[src/rtl/irqc_pkg.sv]
package irqc_pkg;
   // register offsets that software depends on
   localparam int PEND_BASE   = 'h010;
   localparam int EN_SET_BASE = 'h020;
   localparam int EN_CLR_BASE = 'h030;
   localparam int INDEX_ADDR  = 'h040;
   localparam int SEC_STATUS  = 'h080;
   localparam int SEC_PCLR    = 'h088;
   localparam int SEC_ESET    = 'h090;
   localparam int SEC_ECLR    = 'h098;
   localparam int MAP_BASE    = 'h200;
   localparam int WORD_BITS   = 32;
   localparam int WORD_BYTES  = 4;
endpackage

[src/rtl/irqc_sync_edge.sv]
module irqc_sync_edge #(
   parameter int WIDTH  = 1,
   parameter int STAGES = 2
) (
   input  logic             clk,
   input  logic             rst_n,
   input  logic [WIDTH-1:0] level_i,
   output logic [WIDTH-1:0] rise_o
);
   logic [WIDTH-1:0] synced;
   logic [WIDTH-1:0] prev_q;

   generate
      if (STAGES < 0) begin : g_bad
         $error("irqc_sync_edge: STAGES must be non-negative");
      end
      if (STAGES == 0) begin : g_direct
         assign synced = level_i;
      end else begin : g_chain
         logic [STAGES-1:0][WIDTH-1:0] chain_q;
         always_ff @(posedge clk or negedge rst_n) begin
            if (!rst_n) begin
               chain_q <= '0;
            end else begin
               chain_q[0] <= level_i;
               for (int s = 1; s < STAGES; s++) chain_q[s] <= chain_q[s-1];
            end
         end
         assign synced = chain_q[STAGES-1];
      end
   endgenerate

   always_ff @(posedge clk or negedge rst_n) begin
      if (!rst_n) prev_q <= '0;
      else        prev_q <= synced;
   end

   assign rise_o = synced & ~prev_q;
endmodule

[src/rtl/irqc_bank.sv]
module irqc_bank #(
   parameter int WIDTH = 32
) (
   input  logic             clk,
   input  logic             rst_n,
   input  logic [WIDTH-1:0] rise_i,
   input  logic [WIDTH-1:0] pend_clr_i,
   input  logic [WIDTH-1:0] en_set_i,
   input  logic [WIDTH-1:0] en_clr_i,
   output logic [WIDTH-1:0] pend_o,
   output logic [WIDTH-1:0] en_o,
   output logic [WIDTH-1:0] active_o
);
   logic [WIDTH-1:0] pend_q;
   logic [WIDTH-1:0] en_q;

   always_ff @(posedge clk or negedge rst_n) begin
      if (!rst_n) begin
         pend_q <= '0;
         en_q   <= '0;
      end else begin
         // a fresh edge outranks an acknowledge in the same cycle
         pend_q <= (pend_q & ~pend_clr_i) | rise_i;
         en_q   <= (en_q | en_set_i) & ~en_clr_i;
      end
   end

   assign pend_o   = pend_q;
   assign en_o     = en_q;
   assign active_o = pend_q & en_q;

   assert_clear_R4: assert property (@(posedge clk) disable iff (!rst_n)
      (|(pend_clr_i & ~rise_i)) |=> ((pend_q & $past(pend_clr_i & ~rise_i)) == '0));

   assert_edge_wins_R5: assert property (@(posedge clk) disable iff (!rst_n)
      (|rise_i) |=> ((pend_q & $past(rise_i)) == $past(rise_i)));

   assert_en_set_R3: assert property (@(posedge clk) disable iff (!rst_n)
      (|(en_set_i & ~en_clr_i)) |=> ((en_q & $past(en_set_i & ~en_clr_i)) == $past(en_set_i & ~en_clr_i)));

   assert_en_clr_R3: assert property (@(posedge clk) disable iff (!rst_n)
      (|en_clr_i) |=> ((en_q & $past(en_clr_i)) == '0));
endmodule

[src/rtl/irqc_prio.sv]
module irqc_prio #(
   parameter int WIDTH = 40,
   parameter int IDX_W = 6
) (
   input  logic             clk,
   input  logic             rst_n,
   input  logic [WIDTH-1:0] req_i,
   output logic [IDX_W-1:0] idx_o,
   output logic             valid_o
);
   localparam logic [IDX_W-1:0] IDLE_IDX = '1;

   generate
      if (WIDTH >= (1 << IDX_W)) begin : g_bad
         $error("irqc_prio: IDX_W too narrow for WIDTH");
      end
   endgenerate

   always_comb begin
      idx_o   = IDLE_IDX;
      valid_o = 1'b0;
      for (int i = WIDTH - 1; i >= 0; i--) begin
         if (req_i[i]) begin
            idx_o   = IDX_W'(i);
            valid_o = 1'b1;
         end
      end
   end

   assert_idle_R6: assert property (@(posedge clk) disable iff (!rst_n)
      (req_i == '0) |-> (idx_o == IDLE_IDX && !valid_o));

   assert_hit_R6: assert property (@(posedge clk) disable iff (!rst_n)
      valid_o |-> (int'(idx_o) < WIDTH && req_i[idx_o]));
endmodule

[src/rtl/irqc_chan_map.sv]
module irqc_chan_map #(
   parameter int NUM_CH  = 40,
   parameter int FIELD_W = 6
) (
   input  logic                      clk,
   input  logic                      rst_n,
   input  logic                      wr_en_i,
   input  logic [$clog2(NUM_CH)-1:0] wr_sel_i,
   input  logic [FIELD_W-1:0]        wr_data_i,
   input  logic [$clog2(NUM_CH)-1:0] rd_sel_i,
   output logic [FIELD_W-1:0]        rd_data_o
);
   localparam int SEL_W = $clog2(NUM_CH);

   logic [NUM_CH-1:0][FIELD_W-1:0] map_q;

   generate
      for (genvar ch = 0; ch < NUM_CH; ch++) begin : g_ch
         always_ff @(posedge clk or negedge rst_n) begin
            if (!rst_n)
               map_q[ch] <= FIELD_W'(ch);
            else if (wr_en_i && wr_sel_i == SEL_W'(ch))
               map_q[ch] <= wr_data_i;
         end
      end
   endgenerate

   always_comb begin
      rd_data_o = '0;
      for (int ch = 0; ch < NUM_CH; ch++)
         if (rd_sel_i == SEL_W'(ch)) rd_data_o = map_q[ch];
   end
endmodule

[src/rtl/cascade_irq_ctrl.sv]
module cascade_irq_ctrl
   import irqc_pkg::*;
#(
   parameter int NUM_PRI     = 40,
   parameter int NUM_SEC     = 32,
   parameter int SYNC_STAGES = 2,
   parameter int ADDR_W      = 12,
   parameter int IDX_W       = 6
) (
   input  logic               clk,
   input  logic               rst_n,
   input  logic [NUM_PRI-1:1] pri_src_i,
   input  logic [NUM_SEC-1:0] sec_src_i,
   input  logic [ADDR_W-1:0]  bus_addr_i,
   input  logic [31:0]        bus_wdata_i,
   input  logic               bus_wr_i,
   input  logic               bus_rd_i,
   output logic [31:0]        bus_rdata_o,
   output logic               irq_o
);
   localparam int PRI_WORDS = (NUM_PRI + WORD_BITS - 1) / WORD_BITS;
   localparam int PAD_W     = PRI_WORDS * WORD_BITS;
   localparam int SEL_W     = $clog2(NUM_PRI);
   localparam int MAP_END   = MAP_BASE + WORD_BYTES * NUM_PRI;

   generate
      if (NUM_PRI < 2 || PRI_WORDS > 4) begin : g_bad_pri
         $error("cascade_irq_ctrl: NUM_PRI must be 2..128");
      end
      if (NUM_SEC < 1 || NUM_SEC > WORD_BITS) begin : g_bad_sec
         $error("cascade_irq_ctrl: NUM_SEC must be 1..32");
      end
      if (MAP_END > (1 << ADDR_W)) begin : g_bad_addr
         $error("cascade_irq_ctrl: ADDR_W too narrow for the channel table");
      end
      if (IDX_W > WORD_BITS) begin : g_bad_idx
         $error("cascade_irq_ctrl: IDX_W too wide");
      end
   endgenerate

   // ---------------- source edge capture ----------------
   logic [NUM_PRI-1:1] pri_rise_ext;
   logic [NUM_SEC-1:0] sec_rise;
   logic               casc_rise;
   logic               sec_any;

   irqc_sync_edge #(.WIDTH(NUM_PRI - 1), .STAGES(SYNC_STAGES)) u_pri_sync (
      .clk(clk), .rst_n(rst_n), .level_i(pri_src_i), .rise_o(pri_rise_ext));

   irqc_sync_edge #(.WIDTH(NUM_SEC), .STAGES(SYNC_STAGES)) u_sec_sync (
      .clk(clk), .rst_n(rst_n), .level_i(sec_src_i), .rise_o(sec_rise));

   // cascade level is internal, already in this clock domain
   irqc_sync_edge #(.WIDTH(1), .STAGES(0)) u_casc_edge (
      .clk(clk), .rst_n(rst_n), .level_i(sec_any), .rise_o(casc_rise));

   // ---------------- write decode ----------------
   logic [NUM_PRI-1:0] pri_pclr, pri_eset, pri_eclr;
   logic [NUM_SEC-1:0] sec_pclr, sec_eset, sec_eclr;

   always_comb begin
      for (int i = 0; i < NUM_PRI; i++) begin
         pri_pclr[i] = bus_wr_i && bus_wdata_i[i % WORD_BITS] &&
                       bus_addr_i == ADDR_W'(PEND_BASE + WORD_BYTES * (i / WORD_BITS));
         pri_eset[i] = bus_wr_i && bus_wdata_i[i % WORD_BITS] &&
                       bus_addr_i == ADDR_W'(EN_SET_BASE + WORD_BYTES * (i / WORD_BITS));
         pri_eclr[i] = bus_wr_i && bus_wdata_i[i % WORD_BITS] &&
                       bus_addr_i == ADDR_W'(EN_CLR_BASE + WORD_BYTES * (i / WORD_BITS));
      end
      for (int j = 0; j < NUM_SEC; j++) begin
         sec_pclr[j] = bus_wr_i && bus_wdata_i[j] && bus_addr_i == ADDR_W'(SEC_PCLR);
         sec_eset[j] = bus_wr_i && bus_wdata_i[j] && bus_addr_i == ADDR_W'(SEC_ESET);
         sec_eclr[j] = bus_wr_i && bus_wdata_i[j] && bus_addr_i == ADDR_W'(SEC_ECLR);
      end
   end

   logic             map_hit;
   logic [SEL_W-1:0] map_sel;

   always_comb begin
      map_hit = 1'b0;
      map_sel = '0;
      for (int ch = 0; ch < NUM_PRI; ch++) begin
         if (bus_addr_i == ADDR_W'(MAP_BASE + WORD_BYTES * ch)) begin
            map_hit = 1'b1;
            map_sel = SEL_W'(ch);
         end
      end
   end

   // ---------------- banks ----------------
   logic [NUM_PRI-1:0] pri_pend, pri_en, pri_active;
   logic [NUM_SEC-1:0] sec_pend, sec_en, sec_active;

   irqc_bank #(.WIDTH(NUM_SEC)) u_sec_bank (
      .clk(clk), .rst_n(rst_n), .rise_i(sec_rise), .pend_clr_i(sec_pclr),
      .en_set_i(sec_eset), .en_clr_i(sec_eclr),
      .pend_o(sec_pend), .en_o(sec_en), .active_o(sec_active));

   assign sec_any = |sec_active;

   irqc_bank #(.WIDTH(NUM_PRI)) u_pri_bank (
      .clk(clk), .rst_n(rst_n), .rise_i({pri_rise_ext, casc_rise}),
      .pend_clr_i(pri_pclr), .en_set_i(pri_eset), .en_clr_i(pri_eclr),
      .pend_o(pri_pend), .en_o(pri_en), .active_o(pri_active));

   // ---------------- arbitration ----------------
   logic [IDX_W-1:0] win_idx;
   logic             win_valid;

   irqc_prio #(.WIDTH(NUM_PRI), .IDX_W(IDX_W)) u_prio (
      .clk(clk), .rst_n(rst_n), .req_i(pri_active), .idx_o(win_idx), .valid_o(win_valid));

   assign irq_o = |pri_active;

   // ---------------- channel table ----------------
   logic [IDX_W-1:0] map_rd;

   irqc_chan_map #(.NUM_CH(NUM_PRI), .FIELD_W(IDX_W)) u_map (
      .clk(clk), .rst_n(rst_n), .wr_en_i(bus_wr_i && map_hit), .wr_sel_i(map_sel),
      .wr_data_i(bus_wdata_i[IDX_W-1:0]), .rd_sel_i(map_sel), .rd_data_o(map_rd));

   // ---------------- read path ----------------
   logic [PAD_W-1:0] pend_pad, en_pad;
   logic [31:0]      rd_next;
   logic [31:0]      rdata_q;

   assign pend_pad = PAD_W'(pri_pend);
   assign en_pad   = PAD_W'(pri_en);

   always_comb begin
      rd_next = '0;
      for (int w = 0; w < PRI_WORDS; w++) begin
         if (bus_addr_i == ADDR_W'(PEND_BASE + WORD_BYTES * w))
            rd_next = pend_pad[w*WORD_BITS +: WORD_BITS];
         if (bus_addr_i == ADDR_W'(EN_SET_BASE + WORD_BYTES * w) ||
             bus_addr_i == ADDR_W'(EN_CLR_BASE + WORD_BYTES * w))
            rd_next = en_pad[w*WORD_BITS +: WORD_BITS];
      end
      if (bus_addr_i == ADDR_W'(INDEX_ADDR)) rd_next = 32'(win_idx);
      if (bus_addr_i == ADDR_W'(SEC_STATUS)) rd_next = 32'(sec_pend);
      if (bus_addr_i == ADDR_W'(SEC_ESET) || bus_addr_i == ADDR_W'(SEC_ECLR))
         rd_next = 32'(sec_en);
      if (map_hit) rd_next = 32'(map_rd);
   end

   always_ff @(posedge clk or negedge rst_n) begin
      if (!rst_n)        rdata_q <= '0;
      else if (bus_rd_i) rdata_q <= rd_next;
   end

   assign bus_rdata_o = rdata_q;

   // ---------------- checks ----------------
   assert_cascade_R9: assert property (@(posedge clk) disable iff (!rst_n)
      $rose(sec_any) |=> pri_pend[0]);

   assert_irq_idx_R7: assert property (@(posedge clk) disable iff (!rst_n)
      irq_o == win_valid);

   assert_irq_idle_R7: assert property (@(posedge clk) disable iff (!rst_n)
      !irq_o |-> (win_idx == '1));
endmodule

[config.mk]
export PLATFORM = sky130hd
export DESIGN_NAME = cascade_irq_ctrl
export DESIGN_NICKNAME = d
export VERILOG_FILES = /design/src/rtl/irqc_pkg.sv /design/src/rtl/irqc_sync_edge.sv /design/src/rtl/irqc_bank.sv /design/src/rtl/irqc_prio.sv /design/src/rtl/irqc_chan_map.sv /design/src/rtl/cascade_irq_ctrl.sv
export SDC_FILE = /design/constraint.sdc
export NUM_CORES = 1
export LEC_CHECK = 0
export ABC_AREA = 1
export BUFFER_PORTS_ARGS = -buffer_cell sky130_fd_sc_hd__buf_2
export CORE_ASPECT_RATIO = 1.4
export CORE_MARGIN = 2
export CORE_UTILIZATION = 65
export DETAILED_ROUTE_END_ITERATION = 8
export HOLD_SLACK_MARGIN = 0.08
export MAX_ROUTING_LAYER = met4
export PLACE_DENSITY = 0.84
export REMOVE_ABC_BUFFERS = 1
export SLEW_MARGIN = 15
export SYNTH_ARGS = -nofsm -noshare
export SYNTH_HDL_FRONTEND = slang
export SYNTH_HIERARCHICAL = 1
export SYNTH_SLANG_ARGS = --single-unit
[constraint.sdc]
create_clock -name clk -period 4.2 [get_ports clk]
set_input_delay 0 -clock clk [delete_from_list [all_inputs] [get_ports clk]]
set_output_delay 0 -clock clk [all_outputs]
set_load 0.02 [all_outputs]
==> results of run 1 <==
## sequential cells by signal (all words and copies together), names as in the netlist
| signal | flops |
|---|---|
| u_map/map_q | 240 |
| u_pri_bank/en_o | 40 |
| u_pri_bank/pend_o | 40 |
| u_pri_sync/g_chain.chain_q | 39 |
| u_pri_sync/prev_q | 39 |
| u_pri_sync/synced | 39 |
| bus_rdata_o | 32 |
| u_sec_bank/en_o | 32 |
| u_sec_bank/pend_o | 32 |
| u_sec_sync/g_chain.chain_q | 32 |
| u_sec_sync/prev_q | 32 |
| u_sec_sync/synced | 32 |
| u_casc_edge/prev_q | 1 |
## layout make-up
cell class,instances,area [µm²],share of cell area [%]
Sequential cell,630,15900,48.3
Multi-Input combinational cell,2197,9550,29.0
Timing Repair Buffer,387,3060,9.29
Inverter,476,1820,5.53
Clock buffer,83,1650,5.01
Tap cell,546,683,2.08
Clock inverter,25,231,0.704
Antenna cell,6,15.0,0.0456
## routing by layer
metal	vias to the layer above	global-route usage [%]
li1	11200	-
met5	-	-
met2	1829	71.2
met1	11900	44.7
met4	0	37.7
met3	742	11.2
## worst reg2reg max path, delay by kind of cell, from the launching register on
family / cells / cell delay [ns]
simple gates: 37 / 2.45
flops: 1 / 0.43
buf+inv: 3 / 0.29
compound gates: 1 / 0.11
## layout by cell type (no fill, tap or decap), types with 53 or more instances in the layout
cell and count:
a21oi_1 53, buf_2 149, buf_4 55, clkbuf_16 59, dfrtp_1 530, dfstp_2 100
dlygate4sd3_1 175, inv_1 450, nand2_1 985, nand3_1 104, nand4_1 65, nor2_1 531
nor2_2 85, o21ai_0 257
## stage by stage
stage / std cells / cell area (µm²)
after global routing: 4348 / 32900
after global placement: 4054 / 29100
after CTS: 4339 / 32800
after detailed placement: 4054 / 29100
after floorplan: 3303 / 27200
final: 4350 / 32900
## worst max path at each step
stage	end	cells after the start
floorplan	bus_rdata_o[0]	31
global placement	bus_rdata_o[2]	39
detailed placement	bus_rdata_o[2]	39
CTS	bus_rdata_o[2]	39
global route	bus_rdata_o[2]	38
finish	bus_rdata_o[2]	38
## power groups by stage
stage	sequential (µW)	combinational [µW]	clock, µW
floorplan	6340	223	0
global placement	6350	527	0
global route	6260	781	5610
CTS	6250	679	5270
detailed placement	6360	539	0
finish	6260	713	5320
## what timing repair did
action / in CTS / in global routing
resized for setup: 0 / 17
buffers inserted: 0 / 5
setup endpoints to repair: 0 / 6
hold buffers: 177 / 0
endpoints found under the hold margin: 424 / 0
==> results.cfg, run 1 <==
[status]
status = finished with violations
violations = design-rule violations

[layout]
nNetsFinal = 3868
finish.utilization_pct = 78.1
drive_gt1_share_pct = 14.4
nFillCells = 2651
syn2layout_area_growth_pct = 18.8

[timing]
setup_ws_ns = 0.501
tns_ns = 0
report.final.slew_viol_count = 0
hold_ws_ns = 0.0762
hold_viol = 0
slew-limit-headroom_pct = 15.3
rsz0062_at_grt = no
period_needed_ns = 3.70
skew_ns = 0.0315
timing.fmax_mhz = 270
setup_violations = 0
fin_crit_sh_pct = 88.1
worstMarginPinSlew_ns = 1.27

[place]
place_congestion = 0.972
preCtsSetupSlack_ns = 0.0356
portBuffers = 151
place_hpwl_mm = 53.8

[global_routing]
grt_first_pass_wirelength_mm = 143
grt_max_degree = 137
antenna_found_initial = 5
gr-total-overflow = 0
grt_pass1_vias = 26500
grt_usage_pct = 44.2

[power_and_ir_drop]
clkPwrFrac_pct = 43.3
p_comb_share_pct = 5.8
power_leakage_uw = 0.0159
vdd_drop_max_v = 0.000367
p_total_uw = 12300
pwr-share-seq_pct = 50.9
p_int_uw = 9360
powerDensity_mw_per_mm2 = 374
switching_share_pct = 23.9
p_sw_uw = 2930

[setup_path]
timing.rr.end = bus_rdata_o[0]
arrival_ns = 4.18
critPathLaunchType = input pin
crit_slowest_cell = nand2_1
cpMostUsedCell = nand2_1
startpoint = bus_addr_i[11]
cp_top_family = simple AND/OR/NAND/NOR gates
reg2reg_slack_ns = 0.84
critical-path-max-stage-delay_ns = 0.26
r2r.worst_path.cells = 41
crit_path_max_fanout = 8
timing.rr.start = u_pri_bank/en_o[30]
cp_num_buf_inv = 5
path_class = input pin to flop
worstPathRequired_ns = 4.69
endpoint_kind = flop

[route]
via_per_inst = 5.89
met1_length_mm = 28.9
routed-wl-met3_mm = 8.82
drc = 1
routed-wl-met2_mm = 45.2
dr.max_layer_used = met4
detail-route-antenna-nets = 0
wl_mm = 92.5
dr.pass1.iters = 9
wl_per_cell_um = 21.3
via_count = 25600
drt-initial-drc-count = 3069

[die]
die_area_mm2 = 0.0443
start_util_pct = 65.8
die_h_um = 248
num_rows = 89
die_x_um = 178
ioPinCount = 152
core_mm2 = 0.0421

[logic_synthesis]
syn_area_mm2 = 0.0277
synthCells = 3419
yosys_warnings = 6
syn_avg_cell_area_um2 = 8.10

[min_path]
hold_path_end = u_sec_sync/g_chain.chain_q[6]
min_from = sec_src_i[6]
hold_path_depth = 2
hold_class = input pin to flop

[clocking]
cts_tree = done
cts.clk_slew.worst_paths_ns = 0.07
cts_root_buffer = clkbuf_16
clock_latency_ns = 0.61
cts-buffers-inserted = 57
cts_max_path_buffers = 3
htreeDepth = 2
clock-sinks = 630

[job]
maxCapViolations = 0
Power figures use the tool's default switching activity.
==> inputs of run 2 (changes only) <==
--- a/config.mk
+++ b/config.mk
@@ -8,7 +8,7 @@
 export ABC_AREA = 1
 export BUFFER_PORTS_ARGS = -buffer_cell sky130_fd_sc_hd__buf_2
 export CORE_ASPECT_RATIO = 1.4
-export CORE_MARGIN = 2
+export CORE_MARGIN = 3
 export CORE_UTILIZATION = 65
 export DETAILED_ROUTE_END_ITERATION = 8
 export HOLD_SLACK_MARGIN = 0.08
==> run 2 against run 1 <==
Compared with the run above:
- the flow now finishes without violations
- first-iteration DRC count down 4.0%
- sequential share of layout area down 0.12 points
- clock skew down 0.0023 ns
- via count down 1.1%
- global-route usage down 2.7 points
- combinational power down 2%
- total power up 0.60%
- count of clock-buffer cells in the layout down 4
- non-clock buffer count up 6
- clock power up 2%
- final area up 0.24%
- sequential power about the same
- critical path type unchanged
- highest routed layer unchanged
==> results.cfg, run 2 (synthesis gave the netlist of run 1 again) <==
[timing]
rsz0062_at_grt = no
fin_crit_sh_pct = 86.0
hold_viol = 0
setup_violations = 0
hold_ws_ns = 0.0800
timing.fmax_mhz = 277
worstMarginPinSlew_ns = 1.33
tns_ns = 0
report.final.slew_viol_count = 0
skew_ns = 0.0292
period_needed_ns = 3.61
setup_ws_ns = 0.589
slew-limit-headroom_pct = 11.0

[layout]
drive_gt1_share_pct = 14.8
layout_commonest_cell = nand2_1
largest_reg_flops = 240
nNetsFinal = 3873
final_cell_mix = 983 x nand2_1, 530 x nor2_1, 530 x dfrtp_1, 451 x inv_1, 257 x o21ai_0
syn2layout_area_growth_pct = 19.0
top_register = u_map/map_q

[place]
place_congestion = 0.965
preCtsSetupSlack_ns = 0.0733
portBuffers = 151
place_hpwl_mm = 54.8

[die]
start_util_pct = 66.6
num_rows = 88
ioPinCount = 152
die_area_mm2 = 0.0452
die_h_um = 250
core_mm2 = 0.0416
die_x_um = 180

[clocking]
htreeDepth = 2
clock-sinks = 630
clock_latency_ns = 0.62
cts-buffers-inserted = 56
cts_tree = done
cts.clk_slew.worst_paths_ns = 0.07
cts_root_buffer = clkbuf_16
cts_max_path_buffers = 3

[status]
status = finished clean

[setup_path]
endpoint_kind = flop
r2r.worst_path.cells = 48
critPathLaunchType = input pin
timing.rr.start = u_pri_bank/pend_o[37]
cp_top_family = simple AND/OR/NAND/NOR gates
cp_num_buf_inv = 5
crit_path_max_fanout = 8
path_class = input pin to flop
critical-path-max-stage-delay_ns = 0.30
cpMostUsedCell = nand2_1
crit_slowest_cell = nor4_1
startpoint = bus_addr_i[9]
arrival_ns = 4.11
critical_path_depth = 36
worstPathRequired_ns = 4.70

[route]
routed-wl-met3_mm = 6.58
via_per_inst = 5.83
routed-wl-met2_mm = 46.1
via_count = 25300
wl_mm = 91.5
detail-route-antenna-nets = 0
drc = 0
dr.pass1.iters = 9
met1_length_mm = 29.8
drt-initial-drc-count = 2946
wl_per_cell_um = 21.1
dr.max_layer_used = met4

[global_routing]
grt_max_degree = 123
grt_usage_pct = 41.5
grt_first_pass_wirelength_mm = 142
grt_pass1_vias = 26400
gr-total-overflow = 0
antenna_found_initial = 2

[power_and_ir_drop]
switching_share_pct = 23.4
clkPwrFrac_pct = 43.7
pwr-share-seq_pct = 50.6
power_leakage_uw = 0.0160
vdd_drop_max_v = 0.000392
p_comb_share_pct = 5.7
powerDensity_mw_per_mm2 = 375
p_sw_uw = 2890
p_int_uw = 9470

[min_path]
hold_class = input pin to async pin

[job]
maxCapViolations = 0
[run 2: power by group through the flow]
stage | registers [µW] | logic [µW] | clock network (µW)
4_1_cts | 6250 | 674 | 5370
2_1_floorplan | 6340 | 223 | 0
5_1_grt | 6260 | 769 | 5680
3_3_place_gp | 6350 | 531 | 0
3_5_place_dp | 6360 | 544 | 0
6_report | 6260 | 702 | 5410
[run 2: per-stage QoR]
step	utilization, %	power, µW	instance area (µm²)	cells
CTS	78.9	12300	32800	4331
global placement	70.1	6880	29200	4054
global route	79.2	12700	33000	4341
floorplan	-	6560	27200	3303
finish	79.2	12400	33000	4344
detailed placement	70.1	6900	29200	4054
[run 2: worst register-to-register path, delay by kind of cell (launching register included)]
kind                   cells  cell delay (ns)
AO/OA/AOI/OAI              1             0.05
flip-flops                 1             0.42
AND/OR/NAND/NOR           44             2.55
buffers and inverters      3             0.21
[run 2: path summary, 6_finish.rpt]
kind	end	slack, ns
min in group clk	u_pri_sync/g_chain.chain_q[13]	0.09
hold / removal	u_pri_sync/synced[29]	0.08
hold reg to reg	u_pri_sync/synced[12]	0.34
max in group asynchronous	u_pri_sync/g_chain.chain_q[33]	2.80
setup reg to reg	bus_rdata_o[0]	0.84
setup / recovery	bus_rdata_o[4]	0.59
[run 2: cell type report]
cell class,instances,area [µm²]
antenna,5,12.5
clock buffer,79,1640
clock inverter,24,277
fill,2662,8650
inverter,476,1820
multi-input combinational,2197,9580
sequential,630,15900
tap,540,676
timing repair buffer,393,3080
[run 2: per-layer routing]
layer / vias to the layer above / global-route usage (%)
met5: - / -
met4: 0 / 32.9
met3: 621 / 6.77
met2: 1629 / 70.2
met1: 11900 / 42.6
li1: 11200 / -
[run 2: what timing repair did]
item	in CTS	in global routing
hold buffers	174	0
endpoints found under the hold margin	368	0
setup buffers	0	8
gates resized for setup	0	26
setup endpoints to repair	0	6
